==> config.mk <==
export PLATFORM = sky130hd
export DESIGN_NAME = due_order_queue
export DESIGN_NICKNAME = d
export VERILOG_FILES = /design/src/rtl/dq_place.sv /design/src/rtl/dq_store.sv /design/src/rtl/dq_offer.sv /design/src/rtl/due_order_queue.sv
export SDC_FILE = /design/constraint.sdc
export NUM_CORES = 1
export LEC_CHECK = 0
export ABC_CLOCK_PERIOD_IN_PS = 10200
export BUFFER_PORTS_ARGS = -buffer_cell sky130_fd_sc_hd__clkbuf_2
export CORE_MARGIN = 1
export CORE_UTILIZATION = 64
export CTS_BUF_LIST = sky130_fd_sc_hd__clkbuf_16
export DETAILED_ROUTE_END_ITERATION = 6
export PLACE_DENSITY = 0.86
export RECOVER_POWER = 25
export SLEW_MARGIN = 20
export SYNTH_ARGS = -nofsm -noshare
export SYNTH_HDL_FRONTEND = slang
export SYNTH_SLANG_ARGS = --single-unit
==> constraint.sdc <==
create_clock -name clk -period 10.2 [get_ports clk]
set_clock_uncertainty 0.2 [all_clocks]
set_input_delay 2.04 -clock clk [delete_from_list [all_inputs] [get_ports clk]]
set_output_delay 2.04 -clock clk [all_outputs]
set_load 0.02 [all_outputs]
==> src/rtl/dq_place.sv <==
module dq_place #(
  parameter int DEPTH  = 4,
  parameter int ADDR_W = 8,
  parameter int TIME_W = 16,
  parameter int CNT_W  = 3
) (
  input  logic [DEPTH-1:0][ADDR_W-1:0] q_addr,
  input  logic [DEPTH-1:0][TIME_W-1:0] q_due,
  input  logic [CNT_W-1:0]             q_cnt,
  input  logic [ADDR_W-1:0]            new_addr,
  input  logic [TIME_W-1:0]            new_due,
  output logic [CNT_W-1:0]             slot
);
  // Slot is one past the tail-most entry that the new entry may not pass;
  // index 0 (the head) is never examined, so slot >= 1 when not empty.
  always_comb begin
    slot = (q_cnt == '0) ? '0 : CNT_W'(1);
    for (int i = 1; i < DEPTH; i++) begin
      if (CNT_W'(i) < q_cnt &&
          !(new_due < q_due[i] && new_addr != q_addr[i]))
        slot = CNT_W'(i + 1);
    end
  end
endmodule

==> src/rtl/dq_store.sv <==
module dq_store #(
  parameter int DEPTH = 4,
  parameter int EW    = 32,
  parameter int CNT_W = 3
) (
  input  logic                     clk,
  input  logic                     rst,
  input  logic                     put,
  input  logic [CNT_W-1:0]         slot,
  input  logic [EW-1:0]            new_ent,
  input  logic                     pop,
  output logic [DEPTH-1:0][EW-1:0] q_ent,
  output logic [CNT_W-1:0]         q_cnt
);
  logic [DEPTH:0][EW-1:0] lo, hi, merged;
  logic [CNT_W-1:0]       slot_eff;

  assign slot_eff = put ? slot : CNT_W'(DEPTH + 1);

  generate
    for (genvar j = 0; j <= DEPTH; j++) begin : g_ext
      if (j < DEPTH) begin : g_lo
        assign lo[j] = q_ent[j];
      end else begin : g_lo_pad
        assign lo[j] = '0;
      end
      if (j > 0) begin : g_hi
        assign hi[j] = q_ent[j-1];
      end else begin : g_hi_pad
        assign hi[j] = '0;
      end
      assign merged[j] = (CNT_W'(j) < slot_eff) ? lo[j] :
                         (CNT_W'(j) == slot_eff) ? new_ent : hi[j];
    end
  endgenerate

  always_ff @(posedge clk) begin
    if (rst) begin
      q_cnt <= '0;
      q_ent <= '0;
    end else begin
      for (int j = 0; j < DEPTH; j++)
        q_ent[j] <= pop ? merged[j+1] : merged[j];
      q_cnt <= q_cnt + CNT_W'(put) - CNT_W'(pop);
    end
  end
endmodule

==> src/rtl/dq_offer.sv <==
module dq_offer #(
  parameter int TIME_W = 16
) (
  input  logic              clk,
  input  logic              rst,
  input  logic              have,
  input  logic [TIME_W-1:0] head_due,
  input  logic [TIME_W-1:0] now,
  input  logic              out_ready,
  input  logic              retry,
  output logic              out_valid,
  output logic              pop
);
  logic held;

  assign out_valid = have && !held && (now >= head_due);
  assign pop       = out_valid && out_ready;

  always_ff @(posedge clk) begin
    if (rst)                        held <= 1'b0;
    else if (out_valid && !out_ready) held <= 1'b1;
    else if (retry)                 held <= 1'b0;
  end
endmodule

==> src/rtl/due_order_queue.sv <==
module due_order_queue #(
  parameter int DEPTH  = 4,
  parameter int ADDR_W = 8,
  parameter int DATA_W = 8,
  parameter int TIME_W = 16
) (
  input  logic              clk,
  input  logic              rst,
  input  logic [TIME_W-1:0] cur_time,
  input  logic              ins_valid,
  output logic              ins_ready,
  input  logic [ADDR_W-1:0] ins_addr,
  input  logic [DATA_W-1:0] ins_data,
  input  logic [TIME_W-1:0] ins_due,
  output logic              out_valid,
  input  logic              out_ready,
  output logic [ADDR_W-1:0] out_addr,
  output logic [DATA_W-1:0] out_data,
  input  logic              retry,
  input  logic              drain_req,
  output logic              draining,
  output logic              drained
);
  localparam int EW    = TIME_W + ADDR_W + DATA_W;
  localparam int CNT_W = $clog2(DEPTH + 2);

  logic [DEPTH-1:0][EW-1:0]     q_ent;
  logic [DEPTH-1:0][ADDR_W-1:0] q_addr;
  logic [DEPTH-1:0][TIME_W-1:0] q_due;
  logic [CNT_W-1:0]             cnt, slot;
  logic                         put, pop;

  generate
    for (genvar i = 0; i < DEPTH; i++) begin : g_split
      assign q_due[i]  = q_ent[i][EW-1 -: TIME_W];
      assign q_addr[i] = q_ent[i][DATA_W +: ADDR_W];
    end
  endgenerate

  assign ins_ready = (cnt != CNT_W'(DEPTH));
  assign put       = ins_valid && ins_ready;
  assign out_addr  = q_addr[0];
  assign out_data  = q_ent[0][DATA_W-1:0];
  assign draining  = drain_req && (cnt != '0);
  assign drained   = drain_req && (cnt == '0);

  dq_place #(.DEPTH(DEPTH), .ADDR_W(ADDR_W), .TIME_W(TIME_W), .CNT_W(CNT_W)) u_place (
    .q_addr(q_addr), .q_due(q_due), .q_cnt(cnt),
    .new_addr(ins_addr), .new_due(ins_due), .slot(slot)
  );

  dq_store #(.DEPTH(DEPTH), .EW(EW), .CNT_W(CNT_W)) u_store (
    .clk(clk), .rst(rst), .put(put), .slot(slot),
    .new_ent({ins_due, ins_addr, ins_data}), .pop(pop),
    .q_ent(q_ent), .q_cnt(cnt)
  );

  dq_offer #(.TIME_W(TIME_W)) u_offer (
    .clk(clk), .rst(rst), .have(cnt != '0), .head_due(q_due[0]),
    .now(cur_time), .out_ready(out_ready), .retry(retry),
    .out_valid(out_valid), .pop(pop)
  );
endmodule

== Word-level counts from Yosys, hierarchy flattened ==
Index checks and enable logic that the tools add are counted.

* $add $sub $neg: 2
* Magnitude comparators: 12
* Eq/ne operators: 10
* Mux-type cells: 21
* Reduce and logical (&&, ||, !) cells: 22

{| class="wikitable"
|+ Operators with widths
! cell !! count
|-
| $mux 32 || 14
|-
| $lt 16x16->1 || 3
|-
| $ne 8x8->1 || 3
|-
| $ge 16x16->1 || 1
|-
| $logic_and 1x1->1 || 13
|-
| $lt 2x3->1 const A || 4
|-
| $mux 3 || 4
|-
| $lt 1x3->1 const A || 3
|-
| $eq 2x3->1 const A || 2
|-
| $logic_not 3->1 || 2
|-
| $ne 3x3->1 const B || 2
|-
| $logic_not 1->1 || 5
|-
| $add 3x1->3 || 1
|-
| $eq 1x3->1 const A || 1
|-
| $eq 3x3->1 const A || 1
|-
| $lt 3x3->1 const A || 1
|-
| $mux 1 || 3
|-
| $reduce_bool 3->1 || 1
|-
| $sub 3x1->3 || 1
|-
| $ne 2x1->1 const B || 1
|-
| $reduce_bool 2->1 || 1
|}

* Register bits: 132
* Bits of input ports: 54
* Output and inout port bits: 20
* Logic and storage cells: 73

== Longest topological paths before layout ==
* Word-level depth: 12
* Mapped depth: 17
* Depth with buffers taken out: 15

== Modules after synthesis ==
Synthesis repeated with hierarchy kept, for this count alone.

* Cells, all modules: 983
* Area total of the unflattened synthesis: 8,981.1 sq um

{| class="wikitable"
|+ Modules (own cells, without submodules)
! module !! instances !! cells each !! area each (sq um) !! sequential area each (sq um)
|-
| dq_store || 1 || 710 || 7,018.0 || 2,622.5
|-
| dq_place || 1 || 202 || 1,450.1 || 0.0
|-
| dq_offer || 1 || 64 || 470.5 || 20.0
|-
| due_order_queue || 1 || 7 || 42.5 || 0.0
|}

== Worst setup path after synthesis ==
Ideal clock, no wire load.

* Path type: input-to-output
* From: input cur_time[0]
* To: output out_valid
* Arrival: 3.822 ns
* Data required time: 7.960 ns
* Setup slack: 4.138 ns
* Stages: 8
* Cells stage by stage: inv_1 ha_1 nand2b_1 a21o_1 a21oi_1 o21a_1 o31a_1 nor4_1

* Longest elaborated chain between the ends: 2

{| class="wikitable"
|+ Ends and longest elaborated chain
! element !! RTL line !! text
|-
| from (decl) || due_order_queue.sv:9 || <nowiki>input logic [TIME_W-1:0] cur_time,</nowiki>
|-
| $ge 16x16->1 || dq_offer.sv:16 || <nowiki>assign out_valid = have && !held && (now >= head_due);</nowiki>
|-
| $logic_and 1x1->1 || dq_offer.sv:16 ||
|-
| to (decl) || due_order_queue.sv:15 || <nowiki>output logic out_valid,</nowiki>
|}

No other way between the ends.

== Worst setup path after layout ==
* From: input ins_due[2]
* To: register u_store.q_ent[18] in the netlist's numbering

* Longest elaborated chain between the ends: 12

{| class="wikitable"
|+ Ends and longest elaborated chain
! element !! RTL line !! text
|-
| from (decl) || due_order_queue.sv:14 || <nowiki>input logic [TIME_W-1:0] ins_due,</nowiki>
|-
| branches (longest 12 deep; another with $lt 16x16->1) || - ||
|-
| to (signal, indexed assignment) || dq_store.sv:43 || <nowiki>q_ent[j] <= pop ? merged[j+1] : merged[j];</nowiki>
|-
| to (decl) || dq_store.sv:12 || <nowiki>output logic [DEPTH-1:0][EW-1:0] q_ent,</nowiki>
|}

Parallel ways; which one is timed is not known. The select of a mux whose other input is x is not followed.
A chain may end at the register's enable or synchronous reset.

==> results.yml <==
outcome:
  outcome: "finished, violations left"
  violations: "design-rule violations"
synthesis:
  postSynthAreaPerCell_um2: 8.33
  ys_seq_area_share_pct: 28.9
  yosys_register_bits: 132
  syn_nets: 1216
  async_flop_share_pct: 0
  synth_ff_type: "dfxtp_1"
  netlist_area_mm2: 0.00913
  synthDistinctLibCells: 55
  synth_edf_count: 0
  netlist_instances: 1096
  yosys_warnings: 0
finish:
  final_cell_area_mm2: 0.00989
  finalNonFillerCells: 1285
  synthToLayoutAreaGrowth_pct: 8.28
  drive_gt1_share_pct: 11.2
  diodes: 0
  finalNetCount: 1216
  final_util_pct: 71.2
  n_fill_cell: 1104
route:
  vias: 8920
  firstDrtPassIters: 7
  totalWireLength_um: 26000
  via_per_inst: 6.94
  drc: 2
  drt_iter0_drc: 1197
  wl_per_cell_um: 20.2
  postRouteAntennaNets: 0
clock_tree:
  clkTransAtPathRegs_ps: 60
  cts.sinks: 132
  ctsResizeCount: 0
  h-tree-depth: 4
  numCtsBuffers: 17
  cts_root_buf: "clkbuf_16"
  cts_tree: "done"
  postCtsHoldBufs: 0
  cts_setup_buffers: 0
  worstSkewPairLatency_ps: 440
  clockBufferDepth: 2
setup_path:
  worstPathRequired_ps: 10330
  cp_max_fo: 104
  arrival_ps: 6600
  cp-start-kind: "input port"
  rrSetupSlack_ps: 5300
  crit_type: "in2reg"
  reg2regPathDepth: 11
  end_kind: "register"
place:
  io_buffer_count: 73
  placed_area_mm2: 0.00939
  globalplace.congestion: 0.886
  dp_cells: 1257
  place_hpwl_um: 16000
floorplanning:
  core_mm2: 0.0139
  dieArea_mm2: 0.0148
  die_x_um: 121
  io_pins: 74
  start_util_pct: 65.8
  fp-row-count: 43
  fp.dieH_um: 121
timing:
  setup_violations: 0
  fmax_mhz: 154
  hold_violations: 0
  post-route-min-period_ps: 6480
  fin_hold_ws_ps: 304
  slew_headroom_pct: 8.47
  worst_pin_slew_ps: 1370
  rsz0062_at_grt: "false"
  finalCritPeriodShare_pct: 63.5
  setup-tns-final_ps: 0
  slew_violations: 0
global_route:
  grt_max_degree: 105
  gr-usage-all-layers_pct: 35.9
  grt_pass1_wl_um: 41700
  grt-ovfl-total: 0
  grt_pass1_vias: 8277
  antenna_found_initial: 0
power:
  ir_worst_vdd_uv: 189
  p_leak_nw: 4.04
  power.density_mw_per_mm2: 317
hold_path:
  hold_path_depth: 2
  hold_path.class: "reg2reg"
job:
  maxCapViolCount: 0
-- cell usage after synthesis, types with 11 or more instances --
cell type | count | share of area, %
a32oi_1 | 46 | 4.4
dfxtp_1 | 132 | 29
a221oi_1 | 19 | 1.8
and3_1 | 11 | 0.75
buf_1 | 13 | 0.53
o21ai_1 | 20 | 1.1
a222oi_1 | 16 | 1.8
clkbuf_1 | 58 | 2.4
nand2_1 | 76 | 3.1
mux2i_1 | 94 | 10
o21ai_0 | 57 | 3.1
nand4_1 | 12 | 0.82
buf_4 | 16 | 1.3
inv_1 | 75 | 3.1
o31ai_1 | 11 | 0.90
a21oi_1 | 80 | 4.4
a31oi_1 | 18 | 1.2
mux2_2 | 23 | 2.8
xnor2_1 | 17 | 1.6
o211ai_1 | 31 | 2.5
nor2_1 | 75 | 3.1
a211o_1 | 15 | 1.4
ha_1 | 65 | 8.9
buf_2 | 19 | 1.0
-- cell families (layout without fill, tap and decap cells) --
logic type / Yosys count / count (layout) / synth area share, %
flip-flops: 132 / 132 / 28.9
multiplexers: 117 / 117 / 13.1
buffers and inverters: 182 / 191 / 8.40
XOR/XNOR: 26 / 26 / 2.49
AO/OA/AOI/OAI: 365 / 365 / 27.8
AND/OR/NAND/NOR: 208 / 208 / 10.1
adder cells (fa/ha/maj): 66 / 66 / 9.12
-- cell usage in the layout, fill, tap and decap left out, types with 6 or more instances in the layout --
master,count
ha_1,65
buf_4,14
nand3_1,6
a31oi_1,18
clkbuf_2,53
clkbuf_1,20
a222oi_1,16
o21ai_0,57
o21ai_1,20
nand4_1,12
xor2_1,9
clkbuf_16,17
a2111oi_1,8
a21oi_1,80
nor2b_1,7
a211oi_1,8
o211ai_1,31
nor2_1,72
inv_1,79
mux2_2,23
a32oi_1,46
and3_1,11
a311o_1,9
xnor2_1,17
nand2b_1,6
a221oi_1,19
dfxtp_1,132
mux2i_1,94
nand2_1,74
o31ai_1,11
a211o_1,15
-- path summary, 6_finish.rpt --
kind,startpoint,end
worst max register to register,u_store.q_ent[114]$_SDFFE_PP0P_,u_store.q_ent[18]$_SDFFE_PP0P_
worst min register to register,u_store.q_ent[101]$_SDFFE_PP0P_,u_store.q_ent[101]$_SDFFE_PP0P_
worst max-delay path,ins_due[2],u_store.q_ent[18]$_SDFFE_PP0P_
worst min-delay path,u_store.q_ent[101]$_SDFFE_PP0P_,u_store.q_ent[101]$_SDFFE_PP0P_
-- area by class of cell --
cell class / count / area, um2 / share of cell area [%]
Inverter: 76 / 285 / 2.88
Clock inverter: 11 / 100 / 1.01
Timing Repair Buffer: 87 / 445 / 4.50
Sequential cell: 132 / 2640 / 26.7
Clock buffer: 17 / 425 / 4.30
Multi-Input combinational cell: 782 / 5760 / 58.3
Tap cell: 180 / 225 / 2.28
-- worst max-delay path, cell delays in order --
cell and delay (ps):
clkbuf_1 340, ha_1 320, a211o_1 290, a31oi_1 190
nor4_1 90, o211ai_1 300, and4_1 320, buf_4 840
and3_1 630, nand2_1 720, o21ai_0 470
-- per-layer routing --
layer	part of all wire (%)	track usage, %	vias to the layer above
li1	-	-	4102
met1	42	48.0	4183
met2	45	56.5	566
met3	10	6.72	69
met4	2.6	15.1	0
met5	0	0	-
-- state kept, by name, summed over array words and instances (netlist names) --
name / count
u_offer.held: 1
u_store.q_cnt: 3
u_store.q_ent: 128
-- report_power, final --
group	leakage, nW	switching, W	internal (W)
combinational	2.70	0.00107	0.000631
sequential	1.08	0.000160	0.000703
clock	0.266	0.000223	0.000346
total	4.04	0.00146	0.00168
-- stage by stage --
stage | power (W) | setup slack, ps
floorplan | 0.00213 | 4140
global placement | 0.00246 | 3730
detailed placement | 0.00252 | 3590
CTS | 0.00310 | 4000
global route | 0.00332 | 3480
finish | 0.00314 | 3720
(Power assumes the default switching activity.)
